### config.mk
export PLATFORM = sky130hd
export DESIGN_NAME = baud_tick_gen
export DESIGN_NICKNAME = d
export VERILOG_FILES = /design/src/rtl/baud_synth_pkg.sv /design/src/rtl/baud_inc_regs.sv /design/src/rtl/baud_phase_acc.sv /design/src/rtl/baud_rd_mux.sv /design/src/rtl/baud_tick_gen.sv
export SDC_FILE = /design/constraint.sdc
export NUM_CORES = 1
export LEC_CHECK = 0
export BUFFER_PORTS_ARGS = -buffer_cell sky130_fd_sc_hd__buf_2
export CAP_MARGIN = 20
export CORE_MARGIN = 4
export CORE_UTILIZATION = 40
export CTS_CLUSTER_SIZE = 28
export DETAILED_ROUTE_END_ITERATION = 16
export HOLD_SLACK_MARGIN = 0.15
export SYNTH_ARGS = -nofsm -noshare
export SYNTH_HDL_FRONTEND = slang
export SYNTH_SLANG_ARGS = --single-unit
### constraint.sdc
create_clock -name clk -period 2.4 [get_ports clk]
set_input_delay 0.6 -clock clk [delete_from_list [all_inputs] [get_ports clk]]
set_output_delay 0.6 -clock clk [all_outputs]
set_load 0.01 [all_outputs]
### src/rtl/baud_synth_pkg.sv
package baud_synth_pkg;

    localparam int BYTE_BITS = 8;

    typedef logic [BYTE_BITS-1:0] byte_t;

    // Index width for a readback mux covering n entries (at least 1 bit).
    function automatic int idx_width(input int n);
        return (n <= 2) ? 1 : $clog2(n);
    endfunction

endpackage

### src/rtl/baud_inc_regs.sv
module baud_inc_regs #(
    parameter int NBYTES = 3,
    parameter int BYTE_W = 8,
    parameter logic [NBYTES*BYTE_W-1:0] RESET_VAL = '0
) (
    input  logic                     clk,
    input  logic                     rst,
    input  logic                     wr_en,
    input  logic [NBYTES-1:0]        wr_sel,
    input  logic [BYTE_W-1:0]        wr_data,
    output logic [NBYTES*BYTE_W-1:0] inc
);
    localparam int TOT_W = NBYTES * BYTE_W;

    typedef struct packed {
        logic [NBYTES-1:0][BYTE_W-1:0] bytes;
    } regs_t;

    regs_t regs_d, regs_q;
    logic [NBYTES-1:0][BYTE_W-1:0] byte_nxt;

    // Per-byte next value: load on a selected write, otherwise hold.
    for (genvar gi = 0; gi < NBYTES; gi++) begin : g_byte
        always_comb begin
            if (wr_en && wr_sel[gi]) begin
                byte_nxt[gi] = wr_data;
            end else begin
                byte_nxt[gi] = regs_q.bytes[gi];
            end
        end
    end

    always_comb begin
        regs_d = regs_q;
        regs_d.bytes = byte_nxt;
    end

    always_ff @(posedge clk) begin
        if (rst) begin
            regs_q.bytes <= RESET_VAL;
        end else begin
            regs_q <= regs_d;
        end
    end

    assign inc = TOT_W'(regs_q.bytes);
endmodule

### src/rtl/baud_phase_acc.sv
module baud_phase_acc #(
    parameter int ACC_W = 24
) (
    input  logic             clk,
    input  logic             rst,
    input  logic [ACC_W-1:0] inc,
    output logic             tick
);
    typedef struct packed {
        logic [ACC_W-1:0] phase;
        logic             tick;
    } acc_t;

    acc_t acc_d, acc_q;
    logic [ACC_W:0] sum_w;

    always_comb begin
        acc_d       = acc_q;
        sum_w       = {1'b0, acc_q.phase} + {1'b0, inc};
        acc_d.phase = sum_w[ACC_W-1:0];
        acc_d.tick  = sum_w[ACC_W];
    end

    always_ff @(posedge clk) begin
        if (rst) begin
            acc_q <= '0;
        end else begin
            acc_q <= acc_d;
        end
    end

    assign tick = acc_q.tick;
endmodule

### src/rtl/baud_rd_mux.sv
module baud_rd_mux #(
    parameter int NBYTES = 3,
    parameter int BYTE_W = 8,
    parameter int SEL_W  = 2
) (
    input  logic [NBYTES*BYTE_W-1:0] inc,
    input  logic [SEL_W-1:0]         rd_sel,
    output logic [BYTE_W-1:0]        rd_data
);
    logic [NBYTES-1:0][BYTE_W-1:0] as_bytes;

    assign as_bytes = inc;

    always_comb begin
        rd_data = '0;
        for (int i = 0; i < NBYTES; i++) begin
            if (int'(rd_sel) == i) begin
                rd_data = as_bytes[i];
            end
        end
    end
endmodule

### src/rtl/baud_tick_gen.sv
module baud_tick_gen #(
    parameter int INC_BYTES = 3,
    parameter int BYTE_W    = baud_synth_pkg::BYTE_BITS,
    parameter logic [INC_BYTES*BYTE_W-1:0] INC_RESET = 24'h057E17
) (
    input  logic                   clk,
    input  logic                   rst,
    input  logic                   wr_en,
    input  logic [INC_BYTES-1:0]   wr_sel,
    input  logic [BYTE_W-1:0]      wr_data,
    input  logic [baud_synth_pkg::idx_width(INC_BYTES+1)-1:0] rd_sel,
    output logic [BYTE_W-1:0]      rd_data,
    output logic                   tick
);
    localparam int ACC_W = INC_BYTES * BYTE_W;
    localparam int SEL_W = baud_synth_pkg::idx_width(INC_BYTES + 1);

    logic [ACC_W-1:0] inc_w;

    baud_inc_regs #(
        .NBYTES   (INC_BYTES),
        .BYTE_W   (BYTE_W),
        .RESET_VAL(INC_RESET)
    ) u_regs (
        .clk    (clk),
        .rst    (rst),
        .wr_en  (wr_en),
        .wr_sel (wr_sel),
        .wr_data(wr_data),
        .inc    (inc_w)
    );

    baud_phase_acc #(
        .ACC_W(ACC_W)
    ) u_acc (
        .clk (clk),
        .rst (rst),
        .inc (inc_w),
        .tick(tick)
    );

    baud_rd_mux #(
        .NBYTES(INC_BYTES),
        .BYTE_W(BYTE_W),
        .SEL_W (SEL_W)
    ) u_rd (
        .inc    (inc_w),
        .rd_sel (rd_sel),
        .rd_data(rd_data)
    );
endmodule

# Word level (Yosys, flattened, before mapping)
# Index checks and enable logic that the tools add are counted.
[op_classes]
n_addsub = 1
mul = 0
n_div = 0
n_lt_le_gt_ge = 0
eq_ne = 2
n_shift = 0
mux = 3
bitwise = 0
n_reduce_logical = 4
[op_table]
columns = ["op", "count"]
rows = [
  ["24-bit by 24-bit adder with 25-bit output", 1],
  ["8-bit 2-to-1 mux", 3],
  ["2-bit equality test (second input constant)", 2],
  ["1-bit logical AND", 3],
  ["2-bit logical NOT", 1],
]
[word_totals]
regBits = 49
latch_bits = 0
ram_bits = 0
rom_bits = 0
output_inout_bits = 9
word_cells = 15
n_memories = 0

# Logic depth before layout (Yosys ltp)
# Gate-level depths: netlist of the first run.
[logic_depth]
ltp_word = 4
depth_mapped = 8
ltp_nobuf = 8

# Cells and area by module
# A second synthesis of the first run with hierarchy kept.
[hier_totals]
hier_cells = 368
area_unflattened_um2 = 3199.3
[modules_own_cells]
columns = ["module", "instances", "cells_each", "area_per_inst_um2"]
rows = [
  ["baud_phase_acc", 1, 252, 2015.7],
  ["baud_inc_regs", 1, 96, 985.9],
  ["baud_rd_mux", 1, 20, 197.7],
]

# Least setup slack after synthesis of the first run
# No wires, ideal clock.
[synth_timing]
kind = "reg2reg"
startpoint = "register u_regs.regs_q[0], in the netlist u_regs.inc[0]"
endpoint = "register u_acc.acc_q[23] in the netlist's numbering"
setup_time_ns = 0.123
arrival_time_ns = 2.068
t_required_ns = 2.277
setup_slack_ns = 0.208
stages_incl_launch_ff = 9
path_buffers = 0
cell_sequence = "dfxtp_1 ha_1 fa_1 a21oi_1 nor3_1 nor2_1 a31oi_1 a41oi_1 mux2_1"
[synth_between]
elab_chain_cells = 1
[synth_rtl]
columns = ["element", "line", "rtl"]
rows = [
  ["from (decl)", "baud_inc_regs.sv:19", "regs_t regs_d, regs_q;"],
  ["from (signal assigned)", "baud_inc_regs.sv:42", "regs_q <= regs_d;"],
  ["24-bit by 24-bit adder with 25-bit output", "baud_phase_acc.sv:19", "sum_w = {1'b0, acc_q.phase} + {1'b0, inc};"],
  ["to (signal assigned)", "baud_phase_acc.sv:26", "acc_q <= '0;"],
  ["to (signal assigned)", "baud_phase_acc.sv:28", "acc_q <= acc_d;"],
  ["to (decl)", "baud_phase_acc.sv:14", "acc_t acc_d, acc_q;"],
]
# No other way between the ends.
# A chain may end at the register's enable or synchronous reset.

# Worst setup path after layout of the first run
[layout_timing]
startpoint = "register u_regs.regs_q[14], in the netlist u_regs.inc[14]"
endpoint = "register u_acc.acc_q[21] in the netlist's numbering"
# Same word-level chain as after synthesis.

==> results of run 1 <==
## synthesized netlist by cell type, drive strengths merged (3+ instances only)
master	number	share of area, %
a31oi	4	1.0
nor2b	8	1.7
a21o	6	1.5
mux2i	8	2.7
and3	11	2.3
ha	24	10
clkbuf	9	1.5
inv	5	0.63
nand2	53	6.7
a21oi	38	6.5
mux2	5	1.9
xnor2	7	2.0
buf	5	1.0
o21ai	25	4.3
a211o	11	3.2
xor2	3	0.88
a211oi	7	1.8
and2	3	0.63
dfxtp	49	33
nor2	32	4.0
nor3	11	2.2
nand3	8	1.3
nand4	5	1.0
o21a	4	1.0
## registers in the layout (all words and copies together) (netlist names)
register,flops
u_acc.acc_q,24
u_regs.inc,24
u_acc.tick,1
## cell families after synthesis
kind of cell | synth area share [%]
DFF | 32.75
buffers and inverters | 3.091
xor gates and xnor gates | 2.924
AOI/OAI and AO/OA | 23.48
muxes | 4.553
adders and majority gates | 10.69
and+or+nand+nor | 22.52
## timing repair
item / CTS / global route
pin swaps: 0 / 3
setup endpoints to repair: 2 / 7
cloned: 0 / 0
gates resized for setup: 1 / 7
## worst max-delay path by stage
stage | from | endpoint | slack, ps | cells past startpoint
after floorplan | u_regs.inc[0] | u_acc.acc_q[23] | 210 | 8
after global placement | u_regs.inc[0] | u_acc.acc_q[23] | 20 | 8
after detailed placement | u_regs.inc[0] | u_acc.acc_q[23] | 4 | 8
after CTS | u_regs.inc[1] | u_acc.acc_q[24] | 3 | 7
after global routing | u_regs.inc[0] | u_acc.tick | 20 | 8
final | u_regs.inc[14] | u_acc.acc_q[21] | 110 | 7
## worst min-delay path, delay by kind of cell, from the launching register on
kind            cells  cell delay [ps]
flops               1              340
simple gates        1               60
compound gates      1               50
## metrics by stage
stage | total power, uW | instance area, um^2 | util (%) | hold WS [ps]
2_1_floorplan | 2158 | 2995 | - | 450.7
3_3_place_gp | 2528 | 3263 | 44.99 | 475.3
3_5_place_dp | 2548 | 3263 | 44.99 | 479.1
4_1_cts | 3163 | 3378 | 46.58 | 492.4
5_1_grt | 3437 | 3403 | 46.92 | 514.5
6_report | 3185 | 3403 | 46.92 | 489.3
## cell type report
| cell class | count | area share [%] |
|---|---|---|
| repair buffers | 37 | 6.397 |
| clock inverters | 2 | 1.140 |
| inverters | 5 | 0.5515 |
| clock buffers | 6 | 2.132 |
| multi-input cells | 297 | 57.28 |
| flip-flops and latches | 49 | 28.86 |
| well taps | 99 | 3.640 |
## per-layer routing
metal	routed length (um)	vias to the layer above
met4	196	0
met1	3708	1268
li1	-	1385
met2	3571	51
met5	0	-
met3	309	15
## report_power, final
part / internal (uW) / total, uW / switching, uW
combinational: 676 / 1560 / 882
sequential: 965 / 1030 / 63.7
clock: 313 / 599 / 286
total: 1950 / 3190 / 1230
## cells in the final DEF (no fill, tap or decap), types with 4 or more instances in the layout
master and instances:
a211o_1 11, a211oi_1 6, a21o_1 5, a21oi_1 36, and3_1 11, buf_2 24, buf_4 13, clkbuf_8 5
dfxtp_1 48, ha_1 23, inv_1 5, mux2_1 4, mux2i_1 8, nand2_1 52, nand3_1 8, nand4_1 5
nor2_1 31, nor2b_1 8, nor3_1 9, o21ai_0 19, o21ai_1 5, xnor2_1 7
==> key figures, run 1 <==
STA
  • Peak Freq: roughly 440 MHz
  • Tcrit/Tclk final: about 96%
  • # setup viols final: 0
  • Least-Margin Pin Slew: 685.3 ps
  • Slew Limit Fails: 0
  • Final worst slack: 105.7 ps
  • Final setup TNS: 0 ps
  • Rel. slew slack: 54.31%
  • Hold Fails Final Rpt: 0
  • Skew final: 3.877 ps
  • RSZ-0062 raised after global routing: false
  • Final min period: around 2300 ps

Critical path
  • Crit path arrival time: 2470 ps
  • Worst r2r dst: u_acc.acc_q[21]
  • R2R Path Start: u_regs.inc[14]
  • Slack of the worst reg-to-reg path: 110 ps
  • Crit-path cells: ha_2 > and4_4 > and3_1 > or4b_1 > a31oi_2 > o21a_2 > nor3_2
  • Setup CP Type: flop to flop
  • Critical path endpoint category: flop
  • CP max-delay cell: or4b_1
  • CP Max Fanout: 5
  • Buf+Inv Stages, Crit Path: 0
  • Largest stage delay on the critical path: ~480 ps
  • CP required: 2580 ps
  • Crit-path leading delay family: simple AND/OR/NAND/NOR gates
  • CP startpoint kind: flop
  • Cells on worst reg2reg path: 7

Worst hold path
  • Hold crit path type: flop to flop
  • Hold path startpoint: u_regs.inc[22]
  • Hold Path Sink: u_regs.inc[22]
  • Hold path cells: 2

Global routing
  • Vias in the first global route: around 2600
  • Pin count of the biggest net entering global routing: 35
  • Met3 GRT Util: around 3.4%
  • Gr usage total: roughly 18%
  • First-pass GRT wire length: around 13 mm
  • Total grt overflow: 0
  • GR peak layer: met2
  • Met2 Use GR: around 29%
  • GRT met1 Usage: between 20% and 30%
  • Initial antenna violation count: 0

Logic synthesis
  • Netlist cell types: 56
  • Yosys warning total: 0
  • Yosys reg bits: 49
  • Post-Syn Area: approximately 3000 um^2
  • Syn Inst Count: ~370
  • Avg Inst Size Synth: ~8.2 um^2
  • EDFF count, synth: 0
  • Syn nets: ~410
  • Share of flip-flops with an asynchronous set or reset: 0%
  • Sequential area share after synthesis: between 30% and 40%
  • Primary FF master, synth: dfxtp_1

Pwr
  • Leak: around 0.0015 uW
  • Pwr dens: 936.0 nW/um^2
  • VDD IR max: ~0.55 mV

Route
  • Vias: 2719
  • DR pass1 iterations: 4
  • Routed Antenna Nets: 0
  • Drt drc: 0
  • Routed wire length: between 7 and 8 mm
  • DR WL/cell: between 15 and 20 um
  • Via/cell ratio: about 5.5
  • Initial DRC count: about 150

Job
  • Max Cap Violations: 0

Placed design
  • Placer Congestion: 0.8810
  • Worst slack, placed: ~4.0 ps
  • HPWL after DPL: 5.973 mm
  • # port buffers: 24
  • Dpl cells: 487

Status
  • Status: completed

Floorplan
  • Die Wd: between 90 and 100 um
  • Rows: 31
  • Initial Utilization: approximately two fifths
  • Ports: 25
  • Die Y-Extent: 94.54 um
  • Core Region: about 7300 um^2
  • Die area: 8937 um^2

Finish
  • Register Area: just under 1000 um^2
  • P&R area growth vs syn: 13.62%
  • # fillers: ~760
  • Diode count: 0
  • Fraction of layout instances using a drive strength above 1: 15.91%
  • Total area of multi-input combinational cells: around 1900 um^2
  • # nets final: about 440
  • Final cell count without fillers: 495

CTS
  • CTS Buf Count: 5
  • CTS tree: done
  • Clk root buf: clkbuf_8
  • Hold buffer count at cts: 0
  • Clk slew on worst S/H paths: 90 ps
  • Clock buffer depth: 2
  • Setup bufs post-CTS: 0
  • Clock Latency Late Sink: 300 ps
  • Htree depth: 2
  • Sink Count: 49
No activity file was read; power rests on OpenSTA's default activity.
==> run 2, diff against run 1 <==
CORE_UTILIZATION = 55   (was 40)
CTS_CLUSTER_SIZE = 30   (was 28)
PLACE_DENSITY = 0.74   (was not set)
==> key figures, run 2 (same netlist as run 1, synthesis figures left out) <==
Status
  • Status: completed

Global routing
  • Pin count of the biggest net entering global routing: 43
  • Gr usage total: approximately a quarter
  • Total grt overflow: 0
  • Met2 Use GR: about two fifths
  • Initial antenna violation count: 0
  • Met3 GRT Util: approximately 3.6%
  • GRT met1 Usage: between 30% and 40%
  • GR peak layer: met2
  • Vias in the first global route: approximately 2600
  • First-pass GRT wire length: between 10 and 15 mm

STA
  • Least-Margin Pin Slew: 788.4 ps
  • # setup viols final: 0
  • Slew Limit Fails: 0
  • Tcrit/Tclk final: roughly 95%
  • Final min period: between 2000 and 2500 ps
  • Hold Fails Final Rpt: 0
  • Rel. slew slack: a little under half
  • Peak Freq: about 440 MHz
  • Skew final: ~5.5 ps
  • RSZ-0062 raised after global routing: true

Pwr
  • VDD IR max: ~0.63 mV
  • Design Power: 3227 uW
  • Part of the power in registers: 32.0%
  • Pwr dens: approximately 960 nW/um^2
  • P_sw: roughly 1300 uW
  • Clock Power Share: about a fifth
  • Leak: approximately 0.0015 uW
  • Comb power frac: 48.5%
  • Switching part of the total: around two fifths
  • Pint: roughly 2000 uW

CTS
  • Hold buffer count at cts: 0
  • Sink Count: a little under 50
  • Clock buffer depth: 2
  • CTS tree: done
  • Setup bufs post-CTS: 0
  • CTS Buf Count: 5
  • Clk slew on worst S/H paths: ~100 ps
  • Clock Latency Late Sink: slightly above 300 ps
  • Clk root buf: clkbuf_8
  • Htree depth: 2

Finish
  • # fillers: 460
  • Commonest non-fill, non-tap cell in the layout: nand2_1
  • Total area of multi-input combinational cells: ~2000 um^2
  • Register Area: approximately 980 um^2
  • Final core occ: 64.69%
  • Commonest non-fill, non-tap cells in the layout: nand2_1, dfxtp_1, a21oi_1
  • Fraction of layout instances using a drive strength above 1: between 10% and 20%
  • Diode count: 0
  • # nets final: ~430
  • P&R area growth vs syn: 12.41%

Route
  • DR pass1 iterations: 5
  • Routed Antenna Nets: 0
  • Routed wire length: between 7 and 8 mm
  • DR WL/cell: approximately 16 um
  • Drt drc: 0
  • Via/cell ratio: 5.976
  • Initial DRC count: about 190
  • Vias: between 2000 and 3000

Floorplan
  • Initial Utilization: between 50% and 60%
  • Rows: 26
  • Die Y-Extent: approximately 82 um
  • Die Wd: ~80 um
  • Ports: 25
  • Core Region: between 5000 and 6000 um^2
  • Die area: around 6700 um^2

Critical path
  • Crit-path leading delay family: compound AO/OA/AOI/OAI gates
  • Slack of the worst reg-to-reg path: 120 ps
  • CP max-delay cell: or4b_1
  • Cells on worst reg2reg path: 8
  • Worst r2r dst: u_acc.acc_q[21]
  • Critical path endpoint category: flop
  • CP Max Fanout: 4
  • Crit-path cells: ha_1 > fa_2 > a21oi_4 > o211a_1 > or4b_1 > a31oi_4 > o21a_2 > nor3_2
  • Buf+Inv Stages, Crit Path: 0
  • CP startpoint kind: flop
  • Largest stage delay on the critical path: 550 ps
  • CP required: about 2600 ps
  • Crit path arrival time: about 2500 ps
  • Setup CP Type: flop to flop
  • R2R Path Start: u_regs.inc[0]

Job
  • Max Cap Violations: 0

Worst hold path
  • Hold path cells: 2
  • Hold crit path type: flop to flop
  • Hold Path Sink: u_regs.inc[6]
  • Hold path startpoint: u_regs.inc[6]

Placed design
  • Placer Congestion: ~0.98
  • HPWL after DPL: approximately 5.8 mm
  • # port buffers: 24
==> run 2: layout make-up <==
type / count / share of cell area (%)
clock inverter: 3 / 1.412
inverter: 5 / 0.5574
tap: 70 / 2.601
sequential: 49 / 29.13
clock buffer: 5 / 2.044
multi-input combinational: 297 / 58.23
timing repair buffer: 35 / 6.020
==> run 2: how the worst max path moves through the flow <==
stage	cells after the start	endpoint	startpoint	slack, ps
3_3_place_gp	8	u_acc.acc_q[19]	u_regs.inc[0]	20
3_5_place_dp	8	u_acc.acc_q[23]	u_regs.inc[0]	-30
4_1_cts	8	u_acc.acc_q[23]	u_regs.inc[0]	60
5_1_grt	8	u_acc.acc_q[23]	u_regs.inc[0]	-20
2_1_floorplan	8	u_acc.acc_q[23]	u_regs.inc[0]	210
6_report	8	u_acc.acc_q[21]	u_regs.inc[0]	120
==> run 2: metrics by stage <==
step / std cells / hold slack [ps] / setup WS (ps) / instance area [um^2] / TNS [ps]
after floorplan: 365 / 450.7 / 208.3 / 2995 / 0
after global placement: 456 / 475.2 / 16.82 / 3212 / 0
after detailed placement: 456 / 476.8 / -28.86 / 3212 / -32.40
after CTS: 464 / 489.0 / 55.32 / 3332 / 0
after global routing: 464 / 504.6 / -21.40 / 3367 / -21.40
final: 464 / 491.6 / 123.4 / 3367 / 0
==> run 2: power groups by stage <==
stage	sequential, uW	combinational, uW	clock, uW
after floorplan	1030	1130	0
after global placement	1050	1450	0
after detailed placement	1050	1480	0
after CTS	1030	1500	629
after global routing	1050	1750	663
final	1030	1570	630
==> run 2: repair_timing <==
action,4_1_cts,5_1_grt
resized for setup,1,8
endpoints found under the setup margin,2,4
pin swaps,0,2
==> run 2: routing by layer <==
metal	wire length, um	up-vias
li1	-	1386
met3	376	19
met1	3380	1271
met2	3608	97
met4	251	0
met5	0	-
==> run 2: worst reg2reg max path: cells and delay by family, from the launching register on <==
kind | cells | cell delay (ps)
adder cells (fa/ha/maj) | 2 | 490
AO/OA/AOI/OAI | 4 | 710
flip-flops | 1 | 370
AND/OR/NAND/NOR | 2 | 580
